[src/rtl/qcc_pkg.sv]
package qcc_pkg;
  localparam int FLAG_W = 4;

  typedef struct packed {
    logic              loStep;
    logic              loUp;
    logic              hiStep;
    logic              wrLo;
    logic              wrHi;
    logic [FLAG_W-1:0] clrMask;
  } qcc_strobe_t;
endpackage

[src/rtl/qcc_ctrl.sv]
module qcc_ctrl
  import qcc_pkg::*;
#(
  parameter int SYNC_STAGES = 2
) (
  input  logic              clk,
  input  logic              rstN,
  input  logic              encA,
  input  logic              encB,
  input  logic              phaseEn,
  input  logic              cascadeEn,
  input  logic              cntStrobeLo,
  input  logic              cntStrobeHi,
  input  logic              wrEn,
  input  logic [1:0]        regSel,
  input  logic [FLAG_W-1:0] clrBits,
  output qcc_strobe_t       strobes
);
  localparam int LAST = SYNC_STAGES - 1;

  logic [SYNC_STAGES-1:0] syncA, syncB;
  logic prevA, prevB;
  logic currA, currB;
  logic chgA, chgB, legalStep, phaseUp;

  // synchroniser chains; the last stage feeds the decoder
  always_ff @(posedge clk) begin
    if (!rstN) begin
      syncA <= '0;
      syncB <= '0;
      prevA <= 1'b0;
      prevB <= 1'b0;
    end else begin
      syncA <= {syncA[SYNC_STAGES-2:0], encA};
      syncB <= {syncB[SYNC_STAGES-2:0], encB};
      prevA <= syncA[LAST];
      prevB <= syncB[LAST];
    end
  end

  assign currA = syncA[LAST];
  assign currB = syncB[LAST];
  assign chgA  = currA ^ prevA;
  assign chgB  = currB ^ prevB;
  // exactly one phase moved: a decodable quarter step
  assign legalStep = chgA ^ chgB;
  // forward order has the old A equal to the new B
  assign phaseUp = ~(prevA ^ currB);

  always_comb begin
    strobes.loStep  = phaseEn ? legalStep : cntStrobeLo;
    strobes.loUp    = phaseEn ? phaseUp : 1'b1;
    strobes.hiStep  = ~cascadeEn & cntStrobeHi;
    strobes.wrLo    = wrEn && (regSel == 2'd0);
    strobes.wrHi    = wrEn && (regSel == 2'd1);
    strobes.clrMask = (wrEn && (regSel == 2'd2)) ? clrBits : '0;
  end

  // with decoding off, only the plain strobe can make a lower count
  p_mode_gate_r5: assert property (@(posedge clk) disable iff (!rstN)
    (!phaseEn && !cntStrobeLo) |-> !strobes.loStep);

  // a double change of the synchronised phases never yields a step
  p_illegal_drop_r4: assert property (@(posedge clk) disable iff (!rstN)
    (phaseEn && (currA != $past(currA)) && (currB != $past(currB))) |-> !strobes.loStep);
endmodule

[src/rtl/qcc_chan.sv]
module qcc_chan #(
  parameter int CNT_W = 16
) (
  input  logic             clk,
  input  logic             rstN,
  input  logic             load,
  input  logic [CNT_W-1:0] loadVal,
  input  logic             step,
  input  logic             up,
  output logic [CNT_W-1:0] cnt,
  output logic             wrapUp,
  output logic             wrapDn
);
  localparam logic [CNT_W-1:0] ONE = CNT_W'(1);

  logic isMax, isZero, doStep;

  assign isMax  = (cnt == {CNT_W{1'b1}});
  assign isZero = (cnt == '0);
  assign doStep = step & ~load;
  assign wrapUp = doStep & up & isMax;
  assign wrapDn = doStep & ~up & isZero;

  always_ff @(posedge clk) begin
    if (!rstN)       cnt <= '0;
    else if (load)   cnt <= loadVal;
    else if (doStep) cnt <= up ? cnt + ONE : cnt - ONE;
  end

  // a load always lands, whatever the step request
  p_load_wins_r9: assert property (@(posedge clk) disable iff (!rstN)
    load |=> cnt == $past(loadVal));
endmodule

[src/rtl/qcc_datapath.sv]
module qcc_datapath
  import qcc_pkg::*;
#(
  parameter int CNT_W = 16
) (
  input  logic              clk,
  input  logic              rstN,
  input  logic              cascadeEn,
  input  qcc_strobe_t       strobes,
  input  logic [CNT_W-1:0]  wrData,
  output logic [CNT_W-1:0]  cntLo,
  output logic [CNT_W-1:0]  cntHi,
  output logic [FLAG_W-1:0] flags,
  output logic              dirUp
);
  localparam logic [CNT_W-1:0] ONE = CNT_W'(1);

  logic loWrapUp, loWrapDn, hiWrapUp, hiWrapDn;
  logic hiStepEff, hiUpEff;
  logic [FLAG_W-1:0] setMask;

  qcc_chan #(.CNT_W(CNT_W)) u_lo (
    .clk(clk), .rstN(rstN),
    .load(strobes.wrLo), .loadVal(wrData),
    .step(strobes.loStep), .up(strobes.loUp),
    .cnt(cntLo), .wrapUp(loWrapUp), .wrapDn(loWrapDn)
  );

  // cascade: the lower channel's wraps become the upper channel's count input
  assign hiStepEff = cascadeEn ? (loWrapUp | loWrapDn) : strobes.hiStep;
  assign hiUpEff   = cascadeEn ? loWrapUp : 1'b1;

  qcc_chan #(.CNT_W(CNT_W)) u_hi (
    .clk(clk), .rstN(rstN),
    .load(strobes.wrHi), .loadVal(wrData),
    .step(hiStepEff), .up(hiUpEff),
    .cnt(cntHi), .wrapUp(hiWrapUp), .wrapDn(hiWrapDn)
  );

  assign setMask = {hiWrapDn, hiWrapUp, loWrapDn, loWrapUp};

  always_ff @(posedge clk) begin
    if (!rstN) begin
      flags <= '0;
      dirUp <= 1'b1;
    end else begin
      flags <= (flags & ~strobes.clrMask) | setMask;
      if (strobes.loStep && !strobes.wrLo) dirUp <= strobes.loUp;
    end
  end

  // without a load the lower counter moves by at most one per cycle
  p_step_bound_r2: assert property (@(posedge clk) disable iff (!rstN)
    !$past(strobes.wrLo) |->
      (cntLo == $past(cntLo) || cntLo == $past(cntLo) + ONE || cntLo == $past(cntLo) - ONE));

  // an upward wrap carries into the upper counter on the same edge
  p_carry_up_r6: assert property (@(posedge clk) disable iff (!rstN)
    (cascadeEn && loWrapUp && !strobes.wrHi) |=> cntHi == $past(cntHi) + ONE);

  // a downward wrap borrows from the upper counter on the same edge
  p_borrow_dn_r6: assert property (@(posedge clk) disable iff (!rstN)
    (cascadeEn && loWrapDn && !strobes.wrHi) |=> cntHi == $past(cntHi) - ONE);

  // the lower overflow flag only rises together with a wrap to zero
  p_ovf_origin_r8: assert property (@(posedge clk) disable iff (!rstN)
    $rose(flags[0]) |-> ($past(cntLo) == {CNT_W{1'b1}} && cntLo == '0));

  // direction holds while no lower count occurs
  p_dir_hold_r10: assert property (@(posedge clk) disable iff (!rstN)
    !$past(strobes.loStep) |-> $stable(dirUp));
endmodule

[src/rtl/quad_cascade_counter.sv]
module quad_cascade_counter
  import qcc_pkg::*;
#(
  parameter int CNT_W       = 16,
  parameter int SYNC_STAGES = 2
) (
  input  logic              clk,
  input  logic              rstN,
  input  logic              encA,
  input  logic              encB,
  input  logic              phaseEn,
  input  logic              cascadeEn,
  input  logic              cntStrobeLo,
  input  logic              cntStrobeHi,
  input  logic              wrEn,
  input  logic [1:0]        regSel,
  input  logic [CNT_W-1:0]  wrData,
  output logic [CNT_W-1:0]  cntLo,
  output logic [CNT_W-1:0]  cntHi,
  output logic [FLAG_W-1:0] flags,
  output logic              dirUp
);
  qcc_strobe_t strobes;

  qcc_ctrl #(.SYNC_STAGES(SYNC_STAGES)) u_ctrl (
    .clk(clk), .rstN(rstN),
    .encA(encA), .encB(encB),
    .phaseEn(phaseEn), .cascadeEn(cascadeEn),
    .cntStrobeLo(cntStrobeLo), .cntStrobeHi(cntStrobeHi),
    .wrEn(wrEn), .regSel(regSel), .clrBits(wrData[FLAG_W-1:0]),
    .strobes(strobes)
  );

  qcc_datapath #(.CNT_W(CNT_W)) u_dp (
    .clk(clk), .rstN(rstN),
    .cascadeEn(cascadeEn), .strobes(strobes), .wrData(wrData),
    .cntLo(cntLo), .cntHi(cntHi), .flags(flags), .dirUp(dirUp)
  );
endmodule

[config.mk]
export PLATFORM = sky130hd
export DESIGN_NAME = quad_cascade_counter
export DESIGN_NICKNAME = d
export VERILOG_FILES = /design/src/rtl/qcc_pkg.sv /design/src/rtl/qcc_ctrl.sv /design/src/rtl/qcc_chan.sv /design/src/rtl/qcc_datapath.sv /design/src/rtl/quad_cascade_counter.sv
export SDC_FILE = /design/constraint.sdc
export NUM_CORES = 1
export LEC_CHECK = 0
export ABC_AREA = 1
export BUFFER_PORTS_ARGS = -buffer_cell sky130_fd_sc_hd__buf_2
export CORE_MARGIN = 2
export CORE_UTILIZATION = 52
export DETAILED_ROUTE_END_ITERATION = 7
export GPL_TIMING_DRIVEN = 0
export PLACE_DENSITY_LB_ADDON = 0.05
export SLEW_MARGIN = 15
export SYNTH_ARGS = -nofsm -noshare
export SYNTH_HDL_FRONTEND = slang
export SYNTH_SLANG_ARGS = --single-unit
[constraint.sdc]
create_clock -name clk -period 2.8 [get_ports clk]
set_input_delay 0.28 -clock clk [delete_from_list [all_inputs] [get_ports clk]]
set_output_delay 0.28 -clock clk [all_outputs]
set_load 0.005 [all_outputs]
==> results.ini <==
[final_layout]
layout_commonest_cell=nand2_1
utilization_pct=64.67
layout_common_cells=nand2_1 (146), inv_1 (88), buf_2 (62)
layout-drive-gt1-share_pct=27.55
design_area_um2=4467
final_nets=699
area_growth_pct=18.84
diodes=0

[sta]
fin_skew_ns=0.01182
worst_slew_pin_slew_ns=0.6566
fin_crit_ns=2.671
post-route-period-util_pct=95.39
setup_viol=0
slew_headroom_pct=55.65
finalHoldViolCount=0
maxClockFrequency_ghz=0.3744
slew_viol_final=0

[critical_path]
r2r_end=u_dp.u_lo.cnt[14]
critPathMaxStageDelay_ns=0.36
worstSetupPathType=reg2reg
crit_cells=18
worstSetupStartpoint=u_ctrl.syncB[1]
crit_path_start_kind=flip-flop
rrSetupSlack_ns=0.13
cp.arrival_ns=2.85
crit_top_cell=nand2_1
cp_top_family=simple AND/OR/NAND/NOR gates
crit_end=u_dp.u_lo.cnt[14]
cp_max_fo=5
reg2reg_depth=18
path_cells=inv_2 > nand2_1 > nand3_4 > clkinvlp_4 > ha_4 > a21oi_1 > o21ai_1 > nand2_1 > nand2_1 > nand2_1 > nand2_1 > a21boi_2 > o21ai_2 > nand3_1 > o21ai_2 > or2_2 > nand3_1 > a21oi_1
r2r_start=u_ctrl.syncB[1]
cp-end-kind=flip-flop
path_buf_inv=2
required_ns=2.98
cp_slowest_cell=dfxtp_2

[global_route]
grt_pass1_vias=3714
grt_pass1_wl_um=17860
antenna_found_initial=0
grt_max_degree=17
grt_use_total_pct=28.99
gr-total-overflow=0

[clocking]
clock-sinks=43
root_buffer=clkbuf_8
cts_buffer_depth=2
h-tree-depth=2
clk_latency_ns=0.32
clk_pin_slew_worst_paths_ns=0.10
hold_buffers=0
cts-buffers-inserted=5
cts_tree=done

[run_status]
status=finished, final reports clean

[pwr]
p_leak_nw=2.166
worst_ir_drop_vdd_uv=323.9
total_power_mw=1.768
p_per_area_nw_per_um2=395.8

[floorplanning]
die_area_um2=7925
rows=30
io_pins=64
dieWidth_um=89.02
core_area_um2=6907
start_util_pct=54.42
die_h_um=89.02

[routing]
drt_first_pass_iters=6
ant_nets=0
drt_drc_violations_left=0
num_vias=4153
drt_iter0_drc=267
drt-vias-per-instance=5.515
routedWlPerCell_um=14.99
drt_wl_total_um=11290

[yosys]
yosys-top-cells-area=dfxtp_1 (23%), nand2_1 (15%), inv_1 (8.9%), nand3_1 (5.3%), ha_1 (5.0%)
syn_avg_cell_area_um2=6.525
syn_area_um2=3759
synth_nets=619
synth-edff-count=0
ys_warn_count=0
synth-main-ff-cell=dfxtp_1
synthCells=576
synth_top_area_cell=dfxtp_1
ys_seq_area_share_pct=22.90
synth_seq_cells=43
ys_types=43
synth.top_cell.area_share_pct=22.90
async_flop_share_pct=0

[place]
place_congestion=0.9900
hpwlAfterDp_um=8572
place_area_um2=4184
io_buffers=61

[run]
cap_violations=0

[min_path]
hold_class=in2reg

[how the worst min path moves through the flow]
stage                    start         endpoint  slack [ns]  cells after the start
6_report                  encA  u_ctrl.syncA[0]        0.14                      3
5_1_grt                   encA  u_ctrl.syncA[0]        0.15                      3
4_1_cts                   encA  u_ctrl.syncA[0]        0.15                      3
3_5_place_dp   u_ctrl.syncA[0]  u_ctrl.syncA[1]        0.41                      2
3_3_place_gp   u_ctrl.syncA[0]  u_ctrl.syncA[1]        0.40                      2
2_1_floorplan             encA  u_ctrl.syncA[0]        0.38                      2
[stage by stage]
step,setup WS [ns],setup TNS [ns],cells,hold WS [ns]
after detailed placement,-0.6213,-3.342,733,0.4084
after CTS,0.02748,0,743,0.1505
after floorplan,0.02807,0,576,0.3776
after global placement,-0.4632,-2.070,733,0.4040
final,0.1291,0,753,0.1441
after global routing,-0.06267,-0.06907,753,0.1501
[state kept, by name, indices dropped and copies added, names as in the netlist]
signal,cells
u_dp.flags,4
u_dp.u_hi.cnt,16
u_ctrl.prevA,1
u_ctrl.syncA,2
u_ctrl.prevB,1
u_dp.dirUp,1
u_dp.u_lo.cnt,16
u_ctrl.syncB,2
[area by class of cell]
class / count / area [um2]
Buffer: 15 / 100.1
Clock buffer: 5 / 68.82
Clock inverter: 3 / 26.28
Fill cell: 699 / 2440
Inverter: 99 / 375.4
Multi-Input combinational cell: 419 / 2487
Sequential cell: 43 / 873.3
Tap cell: 96 / 120.1
Timing Repair Buffer: 73 / 415.4
[cell families after synthesis]
logic type	count (synthesis)	share of synthesized area (%)
and+or+nand+nor	297	40.45
buffers and inverters	114	12.55
AOI/OAI and AO/OA	90	14.85
DFF	43	22.90
xor gates and xnor gates	16	3.728
adders and majority gates	16	5.526
[routing by layer]
layer  vias to the layer above  wire length (um)  track usage [%]
met2                       172              5261            47.49
met5                         -                 0                0
met3                        15               889            6.279
li1                       2038                 -                -
met4                         0               127            6.377
met1                      1928              5009            39.36
[worst reg2reg max path, delay by kind of cell, from the launching register on]
family / cells / cell delay, ns
flip-flops: 1 / 0.36
AND/OR/NAND/NOR: 9 / 0.96
buffers and inverters: 2 / 0.23
adder cells (fa/ha/maj): 1 / 0.26
AO/OA/AOI/OAI: 6 / 0.73
[power breakdown]
group	internal (mW)	leakage [nW]	switching, mW
clock network	0.184	0.0491	0.262
registers	0.654	0.356	0.0740
logic	0.234	1.76	0.360
total	1.07	2.17	0.696
[synth_stat cells (2+ instances only)]
master    number
o22ai_1        7
dfxtp_1       43
a21oi_1       33
nand3b_1       3
inv_1         89
a221oi_1       4
nand2_1      146
nor2_4         6
o21ai_1        3
nor4_1         7
a31oi_1       12
nand3_2       13
buf_6          3
or2_2          4
a21oi_2        2
a21boi_0       2
nand2_4        7
nor3_1         6
buf_1          2
nor2_1        28
nand3_4        2
nand4_1        6
xnor2_1        6
ha_1          15
xor2_1        10
nand3_1       40
clkbuf_1       7
o41ai_1        6
nor2_2         5
o21ai_0       16
inv_2         10
nand2_2       22
[what timing repair did]
item	4_1_cts	5_1_grt
pin swaps	0	5
resized for setup	9	20
gates cloned	0	0
endpoints found under the setup margin	9	12
setup buffers	2	10
(Power assumes the default switching activity.)
